===== src/rtl/burst_seq_pkg.sv =====
package burst_seq_pkg;

    // Burst length selector encoding
    typedef enum logic [1:0] {
        LEN_FOUR  = 2'b00,
        LEN_EIGHT = 2'b01,
        LEN_CONT  = 2'b10,
        LEN_CONTX = 2'b11
    } burst_len_e;

    // Size of the group whose first crossing costs latency
    localparam int unsigned GROUP_W = 3;
    localparam int unsigned GROUP_N = 1 << GROUP_W;

endpackage


===== src/rtl/burst_cfg_decode.sv =====
module burst_cfg_decode
    import burst_seq_pkg::*;
(
    input  logic [1:0] len_i,
    input  logic       nowrap_i,
    output logic       cont_o,
    output logic       eight_o,
    output logic       linear_o,
    output logic [2:0] left_init_o
);
    always_comb begin
        cont_o      = 1'b0;
        eight_o     = 1'b0;
        left_init_o = 3'd3;
        case (burst_len_e'(len_i))
            LEN_FOUR:  left_init_o = 3'd3;
            LEN_EIGHT: begin eight_o = 1'b1; left_init_o = 3'd7; end
            default:   begin cont_o = 1'b1; left_init_o = 3'd0; end
        endcase
        linear_o = nowrap_i | cont_o;
    end
endmodule


===== src/rtl/burst_delay_calc.sv =====
module burst_delay_calc
    import burst_seq_pkg::*;
#(
    parameter int unsigned LAT_W = 4
) (
    input  logic [GROUP_W-1:0] start_lo_i,
    input  logic [LAT_W-1:0]   latency_i,
    output logic [LAT_W-1:0]   dly_o
);
    localparam int unsigned REM_W = GROUP_W + 1;
    localparam int unsigned CMP_W = (LAT_W > REM_W) ? LAT_W : REM_W;

    logic [CMP_W-1:0] rem_w;
    logic [CMP_W-1:0] lat_w;
    logic [CMP_W-1:0] diff_w;

    always_comb begin
        rem_w  = CMP_W'(GROUP_N) - CMP_W'(start_lo_i);
        lat_w  = CMP_W'(latency_i);
        diff_w = lat_w - rem_w;
        if (start_lo_i == '0 || lat_w <= rem_w) dly_o = '0;
        else                                   dly_o = LAT_W'(diff_w);
    end
endmodule


===== src/rtl/burst_seq.sv =====
module burst_seq
    import burst_seq_pkg::*;
#(
    parameter int unsigned ADDR_W = 21,
    parameter int unsigned LAT_W  = 4
) (
    input  logic              clk,
    input  logic              rst_n,
    input  logic              start_i,
    input  logic [ADDR_W-1:0] start_addr_i,
    input  logic [1:0]        len_i,
    input  logic              nowrap_i,
    input  logic              wait_early_i,
    input  logic [LAT_W-1:0]  latency_i,
    output logic [ADDR_W-1:0] addr_o,
    output logic              valid_o,
    output logic              wait_o
);

    typedef struct packed {
        logic               active;
        logic               valid;
        logic               stall;
        logic               linear;
        logic               cont;
        logic               eight;
        logic               early;
        logic               crossed;
        logic [GROUP_W-1:0] start_lo;
        logic [2:0]         left;
        logic [LAT_W-1:0]   scnt;
        logic [LAT_W-1:0]   dly;
        logic [ADDR_W-1:0]  addr;
    } seq_st_t;

    seq_st_t st_q, st_d;
    logic    wait_q, wait_d;

    logic             cfg_cont, cfg_eight, cfg_linear;
    logic [2:0]       cfg_left;
    logic [LAT_W-1:0] cfg_dly;

    burst_cfg_decode u_cfg (
        .len_i       (len_i),
        .nowrap_i    (nowrap_i),
        .cont_o      (cfg_cont),
        .eight_o     (cfg_eight),
        .linear_o    (cfg_linear),
        .left_init_o (cfg_left)
    );

    burst_delay_calc #(.LAT_W(LAT_W)) u_dly (
        .start_lo_i (start_addr_i[GROUP_W-1:0]),
        .latency_i  (latency_i),
        .dly_o      (cfg_dly)
    );

    // One clock of progress for a burst, ignoring any new start
    function automatic seq_st_t advance(input seq_st_t s);
        seq_st_t           n;
        logic [ADDR_W-1:0] na;
        n  = s;
        na = s.addr;
        if (!s.active) begin
            n.valid = 1'b0;
            n.stall = 1'b0;
        end else if (s.stall) begin
            if (s.scnt > LAT_W'(1)) begin
                n.scnt = s.scnt - LAT_W'(1);
            end else begin
                n.scnt  = '0;
                n.stall = 1'b0;
                n.valid = 1'b1;
            end
        end else if (!s.cont && s.left == 3'd0) begin
            n.active = 1'b0;
            n.valid  = 1'b0;
        end else begin
            if (s.linear)     na = s.addr + 1'b1;
            else if (s.eight) na = {s.addr[ADDR_W-1:3], s.addr[2:0] + 3'd1};
            else              na = {s.addr[ADDR_W-1:2], s.addr[1:0] + 2'd1};
            n.addr  = na;
            n.valid = 1'b1;
            if (!s.cont) n.left = s.left - 3'd1;
            if (s.linear && na[GROUP_W-1:0] == '0 && !s.crossed) begin
                n.crossed = 1'b1;
                if (s.start_lo != '0 && s.dly != '0) begin
                    n.stall = 1'b1;
                    n.valid = 1'b0;
                    n.scnt  = s.dly;
                end
            end
        end
        return n;
    endfunction

    always_comb begin
        seq_st_t ahead;
        if (start_i) begin
            st_d          = st_q;
            st_d.active   = 1'b1;
            st_d.valid    = 1'b1;
            st_d.stall    = 1'b0;
            st_d.linear   = cfg_linear;
            st_d.cont     = cfg_cont;
            st_d.eight    = cfg_eight;
            st_d.early    = wait_early_i;
            st_d.crossed  = 1'b0;
            st_d.start_lo = start_addr_i[GROUP_W-1:0];
            st_d.left     = cfg_left;
            st_d.scnt     = '0;
            st_d.dly      = cfg_dly;
            st_d.addr     = start_addr_i;
        end else begin
            st_d = advance(st_q);
        end
        ahead  = advance(st_d);
        wait_d = st_d.early ? !ahead.stall : !st_d.stall;
    end

    always_ff @(posedge clk) begin
        if (!rst_n) begin
            st_q   <= '0;
            wait_q <= 1'b1;
        end else begin
            st_q   <= st_d;
            wait_q <= wait_d;
        end
    end

    assign addr_o  = st_q.addr;
    assign valid_o = st_q.valid;
    assign wait_o  = wait_q;

    // wrapping bursts keep WAIT high
    p_wrap_no_wait_r9: assert property (@(posedge clk) disable iff (!rst_n)
        (st_q.active && !st_q.linear) |-> wait_o);

    // consecutive valid words of a linear burst differ by one
    p_linear_step_r4: assert property (@(posedge clk) disable iff (!rst_n)
        (valid_o && $past(valid_o) && !$past(start_i) && st_q.linear)
        |-> addr_o == $past(addr_o) + 1'b1);

    // wrap mode never leaves the aligned eight-word group
    p_wrap_group_r3: assert property (@(posedge clk) disable iff (!rst_n)
        (valid_o && $past(valid_o) && !$past(start_i) && !st_q.linear)
        |-> addr_o[ADDR_W-1:3] == $past(addr_o[ADDR_W-1:3]));

    // address holds through the stall and into the first word after it
    p_stall_hold_r6: assert property (@(posedge clk) disable iff (!rst_n)
        ($past(st_q.stall) && !$past(start_i)) |-> $stable(addr_o));

    // a burst stalls at most once
    p_single_stall_r6: assert property (@(posedge clk) disable iff (!rst_n)
        ($rose(st_q.stall) && !$past(start_i)) |-> !$past(st_q.crossed));

    // same-cycle WAIT mode lowers WAIT only when no data is valid
    p_wait_valid_r7: assert property (@(posedge clk) disable iff (!rst_n)
        (!st_q.early && !wait_o) |-> !valid_o);

endmodule


===== config.mk =====
export PLATFORM = sky130hd
export DESIGN_NAME = burst_seq
export DESIGN_NICKNAME = d
export VERILOG_FILES = /design/src/rtl/burst_seq_pkg.sv /design/src/rtl/burst_cfg_decode.sv /design/src/rtl/burst_delay_calc.sv /design/src/rtl/burst_seq.sv
export SDC_FILE = /design/constraint.sdc
export NUM_CORES = 1
export LEC_CHECK = 0
export ABC_AREA = 1
export BUFFER_PORTS_ARGS = -buffer_cell sky130_fd_sc_hd__buf_2
export CELL_PAD_IN_SITES_DETAIL_PLACEMENT = 0
export CELL_PAD_IN_SITES_GLOBAL_PLACEMENT = 2
export CORE_MARGIN = 2
export CORE_UTILIZATION = 27
export DETAILED_ROUTE_END_ITERATION = 10
export PLACE_DENSITY = 0.77
export RECOVER_POWER = 25
export REMOVE_ABC_BUFFERS = 1
export SLEW_MARGIN = 20
export SYNTH_ARGS = -nofsm -noshare
export SYNTH_HDL_FRONTEND = slang
export SYNTH_SLANG_ARGS = --single-unit

===== constraint.sdc =====
create_clock -name clk -period 2 [get_ports clk]
set_input_delay 0.3 -clock clk [delete_from_list [all_inputs] [get_ports clk]]
set_output_delay 0.3 -clock clk [all_outputs]
set_load 0.01 [all_outputs]

==> impl_metrics.tcl, run 1 <==
set metrics [dict create \
    critPathMaxStageDelay_ns 0.33 \
    die_area_um2 12100 \
    dp_slack_ns -0.392 \
    grt_pass1_wl_um 14000 \
    initial_core_util_pct 27.8 \
    yosysSeqAreaShare_pct 29.1 \
    firstDrtPassIters 4 \
    cts_tree "done" \
    met3_usage_pct 2.55 \
    tns_ns 0 \
    finalNonFillerCells 709 \
    routabilityCongestion 0.818 \
    die_h_um 110 \
    cts-buffers-inserted 5 \
    cts_hold_buf 0 \
    drc 0 \
    synth_area_leaders "dfxtp_1 29%, nand2_1 13%, inv_1 7.7%, a21oi_1 5.8%, nor2_1 5.7%" \
    p_leak_nw 1.91 \
    synth_flop_cell "dfxtp_1" \
    clockRootBuffer "clkbuf_8" \
    end_kind "register" \
    overflow 0 \
    finalCritPeriodShare_pct 99.2 \
    hold_viol_final 0 \
    hold_path.class "input port to register" \
    final_area_um2 4140 \
    yosys-top-cells-count "105 x nand2_1, 62 x inv_1, 46 x nor2_1, 44 x dfxtp_1, 35 x a21oi_1" \
    cts_num_sinks 44 \
    grt_pass1_vias 3102 \
    syn_to_final_growth_pct 36.9 \
    synth.distinct_cells 39 \
    groute.layer.met2.usage_pct 27.3 \
    relSlewSlack_pct 69.2 \
    synth_cells 465 \
    worst_slack_ns 0.0167 \
    clkTransAtPathRegs_ns 0.09 \
    grt_max_degree 29 \
    ios 55 \
    fin_crit_ns 1.98 \
    setup-violations-final 0 \
    wirelength_um 8680 \
    yosys_warnings 0 \
    start_kind "register" \
    grtUsageMet1_pct 17.2 \
    antenna_cells 0 \
    power_mw 2.31 \
    ys_ff_latch 44 \
    cp_max_fo 5 \
    cp_data_required_time_ns 2.21 \
    nNetsFinal 614 \
    synth.avg_cell_area_um2 6.51 \
    grt.busiest_layer "met2" \
    ant_nets 0 \
    rows 38 \
    coreArea_um2 10900 \
    crit_arrival_ns 2.19 \
    worst-r2r-setup-slack_ns 0.02 \
    antenna_found_initial 0 \
    cpMostUsedCell "nand2_1" \
    clock_latency_ns 0.30 \
    drv_slew 0 \
    finClkSkew_ns 0.00615 \
    drt_iter0_markers 96 \
    place_hpwl_um 6550 \
    rsz0062_at_grt "yes" \
    synth_most_common_cell "nand2_1" \
    crit_type "register to register" \
    clock_path_buffers 2 \
    worst_path_max_delay_cell "dfxtp_2" \
    utilization_pct 38.0 \
    grt_use_total_pct 14.6 \
    drt-vias-per-instance 4.50 \
    status "completed" \
    async_flop_share_pct 0 \
    htreeDepth 2 \
    power_density_nw_per_um2 557 \
    via_count 3190 \
    timing.fmax_mhz 504 \
    peakVddDrop_mv 0.293 \
    yosys.area.top_type_share_pct 29.1 \
    drive_gt1_share_pct 32.3 \
    hold_slack_ns 0.248 \
    die_x_um 110 \
    worstMarginPinSlew_ns 0.463 \
    placed_area_um2 3680 \
    synth_area_um2 3030 \
    synth_top_area_cell "dfxtp_1" \
    buffer_ports.inserted 54 \
    synth_edf_count 0 \
    crit_chain "inv_2 > ha_4 > nand3_4 > nand2_4 > inv_2 > nand2_2 > nand3_4 > nand2_4 > ha_4 > nor3_2 > o21a_1 > nand3_1 > nor2_1 > nand2_2 > nand2_1 > nand3_1 > nand2_1 > nand2_1" \
    wl_per_cell_um 12.2 \
    max-cap-violations 0 \
    place_inst 681 \
]
==> metal layers <==
metal | vias up | part of all wire [%]
met2 | 44 | 50
li1 | 1691 | -
met5 | - | 0
met3 | 6 | 3.6
met4 | 0 | 0.70
met1 | 1449 | 45
==> critical path, delay by kind of cell, from the launching register on <==
| kind | cells | cell delay (ns) |
|---|---|---|
| and+or+nand+nor | 13 | 0.95 |
| adders and majority gates | 2 | 0.34 |
| DFF | 1 | 0.33 |
| AOI/OAI and AO/OA | 1 | 0.14 |
| buffers and inverters | 2 | 0.11 |
==> sequential cells by signal, indices dropped and copies added (netlist names) <==
name	count
st_q	21
wait_o	1
valid_o	1
addr_o	21
==> power by group <==
part | internal, mW | switching [mW]
Clock | 0.370 | 0.340
Sequential | 0.929 | 0.0437
Combinational | 0.287 | 0.337
==> final timing paths <==
| check | start | end | cells past startpoint |
|---|---|---|---|
| worst min-delay path | start_addr_i[13] | addr_o[13] | 3 |
| worst min register to register | valid_o | valid_o | 2 |
| worst max-delay path | st_q[29] | wait_o | 18 |
| worst max register to register | st_q[29] | wait_o | 18 |
==> cells by family after synthesis <==
group / Yosys count / synth area share (%)
xor+xnor: 7 / 2.03
compound gates: 86 / 15.8
fa+ha+maj: 14 / 6.04
buf+inv: 99 / 15.0
simple gates: 215 / 32.0
flops: 44 / 29.1
==> area by class of cell <==
| cell class | count | area (um^2) |
|---|---|---|
| clock buffers | 5 | 68.8 |
| clock inverters | 3 | 42.5 |
| fillers | 1181 | 6750 |
| inverters | 68 | 258 |
| multi-input cells | 322 | 1880 |
| flip-flops and latches | 44 | 886 |
| well taps | 140 | 175 |
| repair buffers | 127 | 831 |
==> layout by cell type (no fill, tap or decap), drive strengths merged <==
cell type,n
a211oi,1
a21boi,1
a21o,1
a21oi,35
a221oi,1
a311oi,1
a31oi,8
a32oi,1
buf,118
bufinv,1
clkbuf,14
clkinv,1
clkinvlp,1
dfxtp,44
fa,1
ha,13
inv,68
nand2,108
nand3,36
nand3b,2
nand4,4
nor2,53
nor3,11
o211ai,4
o21a,2
o21ai,29
o21bai,1
o22ai,1
or2,1
xnor2,2
xor2,5
==> what timing repair did <==
item	CTS	global route
endpoints found under the setup margin	2	9
pin swaps	16	20
setup buffers	12	8
resized for setup	22	31
Power figures use the tool's default switching activity.
==> run 2, diff against run 1 <==
--- a/config.mk
+++ b/config.mk
@@ -6,7 +6,8 @@
 export NUM_CORES = 1
 export LEC_CHECK = 0
 export ABC_AREA = 1
-export BUFFER_PORTS_ARGS = -buffer_cell sky130_fd_sc_hd__buf_2
+export BUFFER_PORTS_ARGS = -buffer_cell sky130_fd_sc_hd__clkbuf_2
+export CAP_MARGIN = 20
 export CELL_PAD_IN_SITES_DETAIL_PLACEMENT = 0
 export CELL_PAD_IN_SITES_GLOBAL_PLACEMENT = 2
 export CORE_MARGIN = 2
==> impl_metrics.tcl, run 2 (same netlist as run 1, synthesis figures left out) <==
set metrics [dict create \
    status "finished, violations left" \
    failed_checks "negative setup slack" \
    ios 55 \
    drt_iter0_markers 135 \
    initial_core_util_pct 27.8 \
    antenna_found_initial 0 \
    cts_hold_buf 0 \
    timing.fmax_mhz 492 \
    final_cell_mix "104 x nand2_1, 57 x inv_1, 52 x buf_4" \
    drive_gt1_share_pct 27.5 \
    utilization_pct 36.2 \
    via_count 3136 \
    grt_use_total_pct 14.8 \
    wirelength_um 8620 \
    wl_per_cell_um 12.5 \
    die_x_um 110 \
    hold_start "start_addr_i[13]" \
    firstDrtPassIters 4 \
    drc 0 \
    grt_pass1_wl_um 14200 \
    finalNonFillerCells 692 \
    worst_slack_ns -0.0344 \
    coreArea_um2 10900 \
    tns_ns -0.0344 \
    mostFrequentLayoutCell "nand2_1" \
    drt-vias-per-instance 4.53 \
    dp_slack_ns -0.376 \
    ant_nets 0 \
    cts-buffers-inserted 5 \
    worstMarginPinSlew_ns 0.454 \
    htreeDepth 2 \
    start_kind "register" \
    setup-violations-final 1 \
    crit_chain "inv_2 > ha_4 > nand3_4 > nand2_4 > a21oi_2 > o21ai_2 > nand2_1 > ha_4 > nor3_4 > o21a_1 > nand3_1 > nor2_1 > nand2_1 > nand2_1 > nand3_1 > nand2_1 > nand2_1" \
    clock_latency_ns 0.30 \
    peakVddDrop_mv 0.288 \
    crit_type "register to register" \
    cpMostUsedCell "nand2_1" \
    grt_pass1_vias 3153 \
    cts_num_sinks 44 \
    fin_crit_ns 2.03 \
    clkTransAtPathRegs_ns 0.09 \
    max-cap-violations 0 \
    place_inst 680 \
    rows 38 \
    clock_path_buffers 2 \
    cp_max_fo 5 \
    end_kind "register" \
    finalCritPeriodShare_pct 102 \
    drv_slew 0 \
    antenna_cells 0 \
    cts_tree "done" \
    die_h_um 110 \
    relSlewSlack_pct 69.8 \
    overflow 0 \
    cp_data_required_time_ns 2.20 \
    worstSetupStartpoint "st_q[29]" \
    power_mw 2.15 \
    place_hpwl_um 6680 \
    hold_viol_final 0 \
    power_density_nw_per_um2 546 \
    hold_path.class "input port to register" \
    finClkSkew_ns 0.00853 \
    p_leak_nw 1.80 \
    grt_max_degree 29 \
    clockRootBuffer "clkbuf_8" \
    critPathMaxStageDelay_ns 0.35 \
    rsz0062_at_grt "yes" \
    routabilityCongestion 0.826 \
    nNetsFinal 597 \
    buffer_ports.inserted 54 \
    crit_arrival_ns 2.23 \
    die_area_um2 12100 \
    worst_path_max_delay_cell "dfxtp_2" \
    syn_to_final_growth_pct 30.3 \
    timing.rr.start "st_q[29]" \
]
==> run 2: layout make-up <==
cell class	count	area, um^2
repair buffers	110	702
clock buffers	8	90.1
inverters	68	255
multi-input cells	322	1830
fillers	1201	6950
well taps	140	175
flip-flops and latches	44	886
==> run 2: through the flow <==
step / cell area (um^2) / hold slack, ns
finish: 3940 / 0.234
global route: 3940 / 0.241
CTS: 3850 / 0.223
detailed placement: 3670 / 0.484
global placement: 3670 / 0.474
floorplan: 2830 / 0.417
==> run 2: worst paths after layout <==
check	endpoint	cells past startpoint	slack (ns)
max	wait_o	17	-0.03
max reg2reg	wait_o	17	-0.03
min reg2reg	st_q[37]	2	0.49
min	addr_o[13]	3	0.23
==> run 2: worst max-delay path: cells and delay by family, from the launching register on <==
family	cells	cell delay (ns)
AOI/OAI and AO/OA	3	0.34
and+or+nand+nor	11	0.81
adders and majority gates	2	0.37
DFF	1	0.35
buffers and inverters	1	0.05
==> run 2: routing by layer <==
layer  global-route usage, %  share of wire, %
met3                    2.37               4.1
met5                       0                 0
met2                    27.3                48
met4                    3.71               1.3
met1                    17.7                46
==> run 2: timing repair <==
action,CTS,global route
pin swaps,11,11
setup buffers,2,2
setup endpoints to repair,2,13
gates resized for setup,16,23
==> run 2: power by group <==
| group | switching [mW] | internal, mW |
|---|---|---|
| Combinational | 0.324 | 0.263 |
| Clock | 0.308 | 0.282 |
| Sequential | 0.0469 | 0.929 |
